File: config.mk
export PLATFORM = sky130hd
export DESIGN_NAME = fuse_chunk_seq
export DESIGN_NICKNAME = d
export VERILOG_FILES = /design/src/rtl/fcs_pkg.sv /design/src/rtl/fcs_chunk_calc.sv /design/src/rtl/fcs_bus_master.sv /design/src/rtl/fcs_byte_emit.sv /design/src/rtl/fuse_chunk_seq.sv
export SDC_FILE = /design/constraint.sdc
export NUM_CORES = 1
export LEC_CHECK = 0
export ABC_AREA = 1
export BUFFER_PORTS_ARGS = -buffer_cell sky130_fd_sc_hd__buf_2
export CAP_MARGIN = 20
export CORE_MARGIN = 3
export CORE_UTILIZATION = 53
export DETAILED_ROUTE_END_ITERATION = 10
export PLACE_DENSITY = 0.77
export SYNTH_ARGS = -nofsm -noshare
export SYNTH_HDL_FRONTEND = slang
export SYNTH_HIERARCHICAL = 1
export SYNTH_SLANG_ARGS = --single-unit
File: constraint.sdc
create_clock -name clk -period 2.5 [get_ports clk]
set_input_delay 0.125 -clock clk [delete_from_list [all_inputs] [get_ports clk]]
set_output_delay 0.125 -clock clk [all_outputs]
set_load 0.1 [all_outputs]
File: src/rtl/fcs_pkg.sv
package fcs_pkg;

  typedef enum logic [2:0] {
    ST_IDLE,
    ST_CTRL,
    ST_POLL,
    ST_DATA,
    ST_EMIT
  } seq_state_t;

  localparam int BYTES_PER_WORD = 4;
  localparam int CTRL_LEN_LSB   = 16;
  localparam int CTRL_ADDR_LSB  = 21;

  localparam logic [7:0] OFS_CTRL = 8'h00;
  localparam logic [7:0] OFS_STAT = 8'h04;
  localparam logic [7:0] OFS_DATA = 8'h08;

endpackage

File: src/rtl/fcs_chunk_calc.sv
module fcs_chunk_calc #(
  parameter int CNT_W     = 10,
  parameter int CHUNK_MAX = 32,
  localparam int WC_W     = $clog2(CHUNK_MAX / 4 + 1)
) (
  input  logic [CNT_W-1:0] rem,
  output logic [CNT_W-1:0] chunk_sz,
  output logic [WC_W-1:0]  word_cnt,
  output logic             is_words
);

  localparam logic [CNT_W-1:0] MAX_C = CNT_W'(CHUNK_MAX);

  // three tiers: full piece, whole words, byte remainder
  always_comb begin
    if (rem >= MAX_C)
      chunk_sz = MAX_C;
    else if (rem >= CNT_W'(4))
      chunk_sz = {rem[CNT_W-1:2], 2'b00};
    else
      chunk_sz = rem;
  end

  assign is_words = (chunk_sz[1:0] == 2'b00);
  assign word_cnt = is_words ? WC_W'(chunk_sz >> 2) : WC_W'(1);

endmodule

File: src/rtl/fcs_bus_master.sv
module fcs_bus_master #(
  parameter int AW = 8,
  parameter int DW = 32
) (
  input  logic          clk,
  input  logic          rst_n,
  input  logic          cmd_valid,
  input  logic          cmd_we,
  input  logic [AW-1:0] cmd_addr,
  input  logic [DW-1:0] cmd_wdata,
  output logic          rsp_valid,
  output logic [DW-1:0] rsp_data,
  output logic          bus_req,
  output logic          bus_we,
  output logic [AW-1:0] bus_addr,
  output logic [DW-1:0] bus_wdata,
  input  logic          bus_ack,
  input  logic [DW-1:0] bus_rdata
);

  always_ff @(posedge clk or negedge rst_n) begin
    if (!rst_n) begin
      bus_req   <= 1'b0;
      bus_we    <= 1'b0;
      bus_addr  <= '0;
      bus_wdata <= '0;
      rsp_valid <= 1'b0;
      rsp_data  <= '0;
    end else begin
      rsp_valid <= 1'b0;
      if (bus_req && bus_ack) begin
        bus_req   <= 1'b0;
        rsp_valid <= 1'b1;
        rsp_data  <= bus_rdata;
      end else if (cmd_valid && !bus_req) begin
        bus_req   <= 1'b1;
        bus_we    <= cmd_we;
        bus_addr  <= cmd_addr;
        bus_wdata <= cmd_wdata;
      end
    end
  end

endmodule

File: src/rtl/fcs_byte_emit.sv
module fcs_byte_emit #(
  parameter int DW = 32,
  localparam int NB = DW / 8,
  localparam int NW = $clog2(NB + 1),
  localparam int IW = $clog2(NB)
) (
  input  logic          clk,
  input  logic          rst_n,
  input  logic          load,
  input  logic [DW-1:0] load_word,
  input  logic [NW-1:0] load_n,
  input  logic          load_final,
  output logic          out_valid,
  output logic [7:0]    out_data,
  output logic          out_last,
  output logic          drain
);

  logic [DW-1:0] word_q;
  logic [NW-1:0] left_q;
  logic [IW-1:0] idx_q;
  logic          final_q;
  logic [7:0]    lanes [NB];

  for (genvar g = 0; g < NB; g++) begin : g_lane
    assign lanes[g] = word_q[8*g +: 8];
  end

  always_ff @(posedge clk or negedge rst_n) begin
    if (!rst_n) begin
      word_q  <= '0;
      left_q  <= '0;
      idx_q   <= '0;
      final_q <= 1'b0;
    end else if (load) begin
      word_q  <= load_word;
      left_q  <= load_n;
      idx_q   <= '0;
      final_q <= load_final;
    end else if (left_q != '0) begin
      left_q <= left_q - NW'(1);
      idx_q  <= idx_q + IW'(1);
    end
  end

  assign out_valid = (left_q != '0);
  assign out_data  = lanes[idx_q];
  assign drain     = (left_q == NW'(1));
  assign out_last  = final_q && drain;

endmodule

File: src/rtl/fuse_chunk_seq.sv
module fuse_chunk_seq
  import fcs_pkg::*;
#(
  parameter int ADDR_W     = 9,
  parameter int CNT_W      = 10,
  parameter int BUS_AW     = 8,
  parameter int CHUNK_MAX  = 32,
  parameter int POLL_LIMIT = 16
) (
  input  logic              clk,
  input  logic              rst_n,
  input  logic              start,
  input  logic [ADDR_W-1:0] req_addr,
  input  logic [CNT_W-1:0]  req_count,
  output logic              busy,
  output logic              done,
  output logic              err,
  output logic              bus_req,
  output logic              bus_we,
  output logic [BUS_AW-1:0] bus_addr,
  output logic [31:0]       bus_wdata,
  input  logic              bus_ack,
  input  logic [31:0]       bus_rdata,
  output logic              out_valid,
  output logic [7:0]        out_data,
  output logic              out_last
);

  localparam int WC_W  = $clog2(CHUNK_MAX / 4 + 1);
  localparam int PC_W  = $clog2(POLL_LIMIT + 1);
  localparam int LEN_W = $clog2(CHUNK_MAX);
  localparam int NW    = $clog2(BYTES_PER_WORD + 1);

  seq_state_t        state_q;
  logic              cmd_sent_q;
  logic [ADDR_W-1:0] addr_q;
  logic [CNT_W-1:0]  rem_q;
  logic [WC_W-1:0]   word_idx_q;
  logic [PC_W-1:0]   poll_q;
  logic              done_q;
  logic              err_q;

  logic [CNT_W-1:0]  chunk_sz;
  logic [WC_W-1:0]   word_cnt;
  logic              is_words;

  logic              cmd_valid;
  logic              cmd_we;
  logic [BUS_AW-1:0] cmd_addr;
  logic [31:0]       cmd_wdata;
  logic              rsp_valid;
  logic [31:0]       rsp_data;

  logic              emit_load;
  logic [NW-1:0]     emit_n;
  logic              emit_final;
  logic              emit_drain;

  // named events, also watched by the checker
  logic              accept;
  logic              ctrl_issue;
  logic              poll_fail;
  logic              timeout;
  logic              last_word;
  logic              chunk_retire;

  fcs_chunk_calc #(.CNT_W(CNT_W), .CHUNK_MAX(CHUNK_MAX)) u_calc (
    .rem      (rem_q),
    .chunk_sz (chunk_sz),
    .word_cnt (word_cnt),
    .is_words (is_words)
  );

  always_comb begin
    cmd_valid = (state_q == ST_CTRL || state_q == ST_POLL || state_q == ST_DATA) && !cmd_sent_q;
    cmd_we    = (state_q == ST_CTRL);
    cmd_wdata = '0;
    unique case (state_q)
      ST_CTRL: begin
        cmd_addr  = BUS_AW'(OFS_CTRL);
        cmd_wdata[0] = 1'b1;
        cmd_wdata[CTRL_LEN_LSB +: LEN_W]   = LEN_W'(chunk_sz - CNT_W'(1));
        cmd_wdata[CTRL_ADDR_LSB +: ADDR_W] = addr_q;
      end
      ST_POLL: cmd_addr = BUS_AW'(OFS_STAT);
      default: cmd_addr = BUS_AW'(OFS_DATA) + BUS_AW'({word_idx_q, 2'b00});
    endcase
  end

  fcs_bus_master #(.AW(BUS_AW), .DW(32)) u_bus (
    .clk       (clk),
    .rst_n     (rst_n),
    .cmd_valid (cmd_valid),
    .cmd_we    (cmd_we),
    .cmd_addr  (cmd_addr),
    .cmd_wdata (cmd_wdata),
    .rsp_valid (rsp_valid),
    .rsp_data  (rsp_data),
    .bus_req   (bus_req),
    .bus_we    (bus_we),
    .bus_addr  (bus_addr),
    .bus_wdata (bus_wdata),
    .bus_ack   (bus_ack),
    .bus_rdata (bus_rdata)
  );

  assign accept       = (state_q == ST_IDLE) && start;
  assign ctrl_issue   = (state_q == ST_CTRL) && cmd_valid;
  assign poll_fail    = (state_q == ST_POLL) && rsp_valid && !rsp_data[0];
  assign timeout      = poll_fail && (poll_q == PC_W'(POLL_LIMIT - 1));
  assign last_word    = (word_idx_q + WC_W'(1) == word_cnt);
  assign chunk_retire = (state_q == ST_EMIT) && emit_drain && last_word;

  assign emit_load  = (state_q == ST_DATA) && rsp_valid;
  assign emit_n     = is_words ? NW'(BYTES_PER_WORD) : NW'(chunk_sz);
  assign emit_final = (rem_q == chunk_sz) && last_word;

  fcs_byte_emit #(.DW(32)) u_emit (
    .clk        (clk),
    .rst_n      (rst_n),
    .load       (emit_load),
    .load_word  (rsp_data),
    .load_n     (emit_n),
    .load_final (emit_final),
    .out_valid  (out_valid),
    .out_data   (out_data),
    .out_last   (out_last),
    .drain      (emit_drain)
  );

  always_ff @(posedge clk or negedge rst_n) begin
    if (!rst_n) begin
      state_q    <= ST_IDLE;
      cmd_sent_q <= 1'b0;
      addr_q     <= '0;
      rem_q      <= '0;
      word_idx_q <= '0;
      poll_q     <= '0;
      done_q     <= 1'b0;
      err_q      <= 1'b0;
    end else begin
      done_q <= 1'b0;
      if (cmd_valid) cmd_sent_q <= 1'b1;
      if (rsp_valid) cmd_sent_q <= 1'b0;
      unique case (state_q)
        ST_IDLE: begin
          if (accept) begin
            err_q  <= 1'b0;
            addr_q <= req_addr;
            rem_q  <= req_count;
            if (req_count == '0) done_q  <= 1'b1;
            else                 state_q <= ST_CTRL;
          end
        end
        ST_CTRL: begin
          if (rsp_valid) begin
            poll_q  <= '0;
            state_q <= ST_POLL;
          end
        end
        ST_POLL: begin
          if (rsp_valid) begin
            if (rsp_data[0]) begin
              word_idx_q <= '0;
              state_q    <= ST_DATA;
            end else if (timeout) begin
              err_q   <= 1'b1;
              done_q  <= 1'b1;
              state_q <= ST_IDLE;
            end else begin
              poll_q <= poll_q + PC_W'(1);
            end
          end
        end
        ST_DATA: begin
          if (rsp_valid) state_q <= ST_EMIT;
        end
        ST_EMIT: begin
          if (emit_drain) begin
            if (!last_word) begin
              word_idx_q <= word_idx_q + WC_W'(1);
              state_q    <= ST_DATA;
            end else begin
              addr_q <= addr_q + ADDR_W'(chunk_sz);
              rem_q  <= rem_q - chunk_sz;
              if (rem_q == chunk_sz) begin
                done_q  <= 1'b1;
                state_q <= ST_IDLE;
              end else begin
                state_q <= ST_CTRL;
              end
            end
          end
        end
        default: state_q <= ST_IDLE;
      endcase
    end
  end

  assign busy = (state_q != ST_IDLE);
  assign done = done_q;
  assign err  = err_q;

endmodule

=== After elaboration in Yosys (flattened, before gate mapping) ===
Cells that the tools add are included.
Widths: inputs -> output; s select.

* Flip-flop bits (word level): 130
* Word-level logic and storage cells: 147
* Output and inout bits: 55

* Reduce and logical (&&, ||, !) cells: 33
* Magnitude comparators: 3
* Add/subtract/negate cells: 8
* Equal/unequal tests: 21
* Multiplexer cells: 62
* Bitwise gates (word level): 2

{| class="wikitable"
|+ Operators by type and width
! kind !! count
|-
| $mux 10 || 4
|-
| $mux 3 || 11
|-
| $mux 9 || 3
|-
| $mux 4 || 5
|-
| $mux 5 || 4
|-
| $pmux 10 s2 || 1
|-
| $mux 1 || 19
|-
| $pmux 9 s2 || 1
|-
| $bmux 8 s2 || 1
|-
| $mux 8 || 2
|-
| $ne 2x2->1 const B || 8
|-
| $pmux 3 s5 || 1
|-
| $reduce_and 5->1 || 3
|-
| $mux 14 || 1
|-
| $pmux 7 s2 || 1
|-
| $reduce_bool 2->1 || 7
|-
| $eq 10x10->1 || 1
|-
| $ge 10x3->1 const B || 1
|-
| $ge 10x6->1 const B || 1
|-
| $logic_and 1x1->1 || 10
|-
| $logic_not 10->1 || 1
|-
| $pmux 5 s2 || 1
|-
| $sub 10x10->10 || 1
|-
| $add 9x9->9 || 1
|-
| other kinds (28) || 40
|}

=== Longest topological paths before layout ===
* Depth in word-level cells: 9
* Mapped depth: 18
* Mapped depth without buffers: 18

=== Hierarchy ===
Netlist, hierarchy kept.

{| class="wikitable"
|+ Modules (own cells, without submodules)
! module !! instances !! cells an instance !! area each (µm²)
|-
| fuse_chunk_seq || 1 || 466 || 3123.0
|-
| fcs_bus_master || 1 || 323 || 2984.1
|-
| fcs_byte_emit || 1 || 226 || 1869.3
|-
| fcs_chunk_calc || 1 || 27 || 143.9
|}

=== Least setup slack after synthesis ===
Ideal clock, no wire load.

* Path kind: register -> output
* Start: register u_emit.left_q[1]
* End: output out_last
* Required time: 2.375 ns
* Cell stages (with the launch flop): 5
* Path slack: -0.295 ns
* Arrival: 2.670 ns
* Cells stage by stage: dfrtp_1 inv_1 ha_1 inv_1 nor3_1

* Word-level cells in the longest chain between the ends: 2

{| class="wikitable"
|+ Ends and longest elaborated chain
! what !! RTL line !! text
|-
| start: declaration || fcs_byte_emit.sv:20 || <nowiki>logic [NW-1:0] left_q;</nowiki>
|-
| start signal: assignment || fcs_byte_emit.sv:37 || <nowiki>left_q <= load_n;</nowiki>
|-
| start signal: assignment || fcs_byte_emit.sv:41 || <nowiki>left_q <= left_q - NW'(1);</nowiki>
|-
| $eq 3x1->1 || fcs_byte_emit.sv:48 || <nowiki>assign drain = (left_q == NW'(1));</nowiki>
|-
| $logic_and 1x1->1 || fcs_byte_emit.sv:49 || <nowiki>assign out_last = final_q && drain;</nowiki>
|-
| end: declaration || fuse_chunk_seq.sv:26 || <nowiki>output logic out_last</nowiki>
|}

No other way between the ends.

=== Final worst setup path ===
* Start: register rem_q[6]
* End: register state_q[0]

{| class="wikitable"
|+ RTL lines
! what !! RTL line !! text
|-
| start: declaration || fuse_chunk_seq.sv:37 || <nowiki>logic [CNT_W-1:0] rem_q;</nowiki>
|-
| start signal: assignment || fuse_chunk_seq.sv:150 || <nowiki>rem_q <= req_count;</nowiki>
|-
| start signal: assignment || fuse_chunk_seq.sv:185 || <nowiki>rem_q <= rem_q - chunk_sz;</nowiki>
|-
| $ge 10x6->1 * || fcs_chunk_calc.sv:16 || <nowiki>if (rem >= MAX_C)</nowiki>
|-
| $mux 10 * || fcs_chunk_calc.sv:16 ||
|-
| named net chunk_sz[5] || fuse_chunk_seq.sv:43 || <nowiki>logic [CNT_W-1:0] chunk_sz;</nowiki>
|-
| $eq 10x10->1 or $mux 4 (tied branches) || fuse_chunk_seq.sv:186, fcs_chunk_calc.sv:25 ||
|-
| $mux 1 or $eq 4x4->1 (tied branches) || fuse_chunk_seq.sv:186, fuse_chunk_seq.sv:111 ||
|-
| $mux 2 * || fuse_chunk_seq.sv:180 || <nowiki>if (!last_word) begin</nowiki>
|-
| $mux 3 * || fuse_chunk_seq.sv:179 || <nowiki>if (emit_drain) begin</nowiki>
|-
| $pmux 3 s5 * || fuse_chunk_seq.sv:145 || <nowiki>unique case (state_q)</nowiki>
|-
| end signal: assignment || fuse_chunk_seq.sv:182 || <nowiki>state_q <= ST_DATA;</nowiki>
|-
| end signal: assignment || fuse_chunk_seq.sv:188 || <nowiki>state_q <= ST_IDLE;</nowiki>
|-
| end signal: assignment || fuse_chunk_seq.sv:190 || <nowiki>state_q <= ST_CTRL;</nowiki>
|-
| end: declaration || fuse_chunk_seq.sv:34 || <nowiki>seq_state_t state_q;</nowiki>
|}

Mark *: on every way through the listed nets, which the timed path passes. The rest lies on a longest branch. The select of a mux whose other input is x is not followed.
A chain may end at the register's enable or synchronous reset.

==> flow_metrics.env <==
export IMPL_ir_worst_vdd_uv=866.0
export IMPL_portBuffers=109
export IMPL_antenna_left=0
export IMPL_setup_worst_path_class="reg2reg"
export IMPL_rsz0062_at_grt="yes"
export IMPL_grt_pass1_wl_um=30890
export IMPL_met2_usage_pct=34.58
export IMPL_synth_compound_area_share_pct=6.071
export IMPL_worst_pin_slew_ns=0.6546
export IMPL_drive_gt1_share_pct=18.33
export IMPL_hold_violations=0
export IMPL_p_leak_uw=0.005304
export IMPL_rows=44
export IMPL_cp_end_kind="flip-flop"
export IMPL_grt_use_met3_pct=4.830
export IMPL_layout_setup_ws_ns=0.1780
export IMPL_numClockSinks=147
export IMPL_core_um2=14750
export IMPL_fp_dieArea_um2=16840
export IMPL_routed_wirelength_um=18980
export IMPL_synth_edf_count=0
export IMPL_die_h_um=129.8
export IMPL_synth_xor_area_share_pct=1.079
export IMPL_p_per_area_nw_per_um2=1384
export IMPL_antenna_found_initial=0
export IMPL_max_cap_viol_count=0
export IMPL_tritoncts="yes"
export IMPL_vias_per_cell=5.032
export IMPL_slew_viol_final=0
export IMPL_drt_initial_drc_count=446
export IMPL_firstDrtPassIters=5
export IMPL_grt_use_total_pct=23.09
export IMPL_die_w_um=129.8
export IMPL_cts_htree_levels=4
export IMPL_yosysSeqAreaShare_pct=45.30
export IMPL_dpl_hpwl_um=12900
export IMPL_synth_top_area_share_pct=45.30
export IMPL_hold_path_class="in2reg"
export IMPL_ioPinCount=110
export IMPL_worstPathMaxFanout=6
export IMPL_ys_ff_latch=147
export IMPL_total_power_uw=13520
export IMPL_tns_ns=0
export IMPL_synthSimpleGateAreaFrac_pct=32.90
export IMPL_grt_busiest_layer="met2"
export IMPL_cts_root_buf="clkbuf_16"
export IMPL_start_kind="flip-flop"
export IMPL_grtUsageMet1_pct=33.67
export IMPL_clkTransAtPathRegs_ns=0.06
export IMPL_grt_max_degree=67
export IMPL_nets=1280
export IMPL_setup_viol=0
export IMPL_cts_inserted_buffers=17
export IMPL_crit_arrival_ns=2.63
export IMPL_synth_area_top_cells="dfrtp_1 (45%), nand2_1 (19%), nand3_1 (6.8%), inv_1 (3.9%), ha_1 (3.9%)"
export IMPL_syn_area_per_cell_um2=7.793
export IMPL_post_synth_top_count_cell="nand2_1"
export IMPL_wl_per_cell_um=13.61
export IMPL_synth_common_cells="nand2_1 (405), dfrtp_1 (147), nand3_1 (110)"
export IMPL_fin_skew_ns=0.01208
export IMPL_drc=0
export IMPL_ys_types=44
export IMPL_async_flop_share_pct=100.0
export IMPL_yosys_area_top_type="dfrtp_1"
export IMPL_antenna_cells=0
export IMPL_dr_total_vias=7020
export IMPL_start_util_pct=55.04
export IMPL_fin_crit_sh_pct=92.88
export IMPL_dp_cells=1322
export IMPL_synth_fa_ha_area_share_pct=4.345
export IMPL_yosysWarnings=6
export IMPL_syn_area_um2=8120
export IMPL_worst_slew_margin_rel_pct=56.21
export IMPL_syn_instance_count=1042
export IMPL_place_ws_ns=0.08385
export IMPL_synthToLayoutAreaGrowth_pct=20.37
export IMPL_clock_latency_ns=0.42
export IMPL_overflow=0
export IMPL_muxShareOfSynthArea_pct=0.9861
export IMPL_status="completed"
export IMPL_fmax_mhz=430.7
export IMPL_instances_no_fill=1395
export IMPL_synth_top_family_by_area="simple AND/OR/NAND/NOR gates"
export IMPL_gp_congestion=0.8926
export IMPL_grt_pass1_vias=6431
export IMPL_required_ns=2.81
export IMPL_cts_buffer_depth=2
export IMPL_min_period_ns=2.322
export IMPL_ys_flop_type="dfrtp_1"
-- cell type report --
class                      count  area (µm²)
multi-input combinational    768        3861
inverter                     102       385.4
sequential                   147        3679
tap                          184       230.2
fill                        1266        4980
clock buffer                  19       432.9
clock inverter                13       111.4
timing repair buffer         162        1075
-- power breakdown --
group	internal [µW]	total [µW]	switching [µW]	leakage [µW]
registers	3310	3940	633	0.00189
logic	1680	7240	5560	0.00316
clock network	1360	2340	979	0.000259
total	6350	13500	7170	0.00530
-- path summary, 6_finish.rpt --
| check | slack (ns) | cells past startpoint | start | end |
|---|---|---|---|---|
| worst max-delay path | 0.18 | 16 | rem_q[6] | state_q[0] |
| worst min-delay path | 0.01 | 3 | req_addr[2] | addr_q[2] |
| worst max register to register | 0.18 | 16 | rem_q[6] | state_q[0] |
| worst min register to register | 0.47 | 2 | u_bus/bus_wdata[19] | u_bus/bus_wdata[19] |
| max in group asynchronous | 1.50 | 3 | rst_n | state_q[0] |
| min in group asynchronous | 0.27 | 2 | rst_n | u_bus/rsp_data[13] |
-- per-stage QoR --
step	area, µm²	hold WS, ns	util, %
3_5_place_dp	8753	0.1606	59.33
4_1_cts	9698	0.003865	65.73
3_3_place_gp	8753	0.1630	59.33
6_report	9774	0.01211	66.25
5_1_grt	9774	0.02057	66.25
2_1_floorplan	8208	-0.1706	-
-- flip-flops by register name (all words and copies together) (netlist names) --
signal	flops
rem_q	10
done	1
u_bus/bus_we	1
cmd_sent_q	1
u_bus/rsp_data	32
word_idx_q	4
u_emit/word_q	32
poll_q	5
u_bus/bus_addr	8
u_bus/rsp_valid	1
err	1
u_bus/bus_req	1
addr_q	9
u_emit/left_q	3
u_bus/bus_wdata	32
u_emit/idx_q	2
state_q	3
u_emit/final_q	1
-- cell usage in the layout, fill, tap and decap left out, drive strengths merged, types with 19 or more instances in the layout --
cell / Yosys / routed
buf: 43 / 122
conb: 2 / 24
dfrtp: 147 / 147
nand2: 417 / 417
nand3: 112 / 112
o21ai: 46 / 46
ha: 25 / 25
nor2: 66 / 66
clkbuf: 4 / 19
inv: 101 / 102
dlygate4sd3: 0 / 40
-- logic make-up after synthesis --
family          count (synthesis)
simple gates                  621
xor+xnor                       10
flops                         147
fa+ha+maj                      27
mux                             8
other cells                     2
compound gates                 78
buf+inv                       149
-- layer usage --
layer,routed length [µm],vias to the layer above
li1,-,3576
met2,8667,211
met5,0,-
met4,346,0
met3,944,34
met1,9021,3199
-- timing repair --
action | in CTS | in global routing
hold endpoints to repair | 102 | 0
setup endpoints to repair | 0 | 14
buffers inserted | 0 | 1
hold buffers | 40 | 0
gates resized for setup | 0 | 15
-- worst max-delay path, cell delays in order (launching register included) --
cell and delay, ns:
dfrtp_1 0.40, nor2_2 0.17, nand2_4 0.10, nor2_4 0.13
inv_2 0.09, nor2_1 0.14, inv_1 0.12, ha_4 0.31
nand2_1 0.07, nor2_1 0.12, nand3_1 0.11, nor2_2 0.13
nand3_1 0.09, nand2_1 0.07, nand2_1 0.05, nand2_1 0.06
nand2_1 0.05
(Power assumes the default switching activity.)
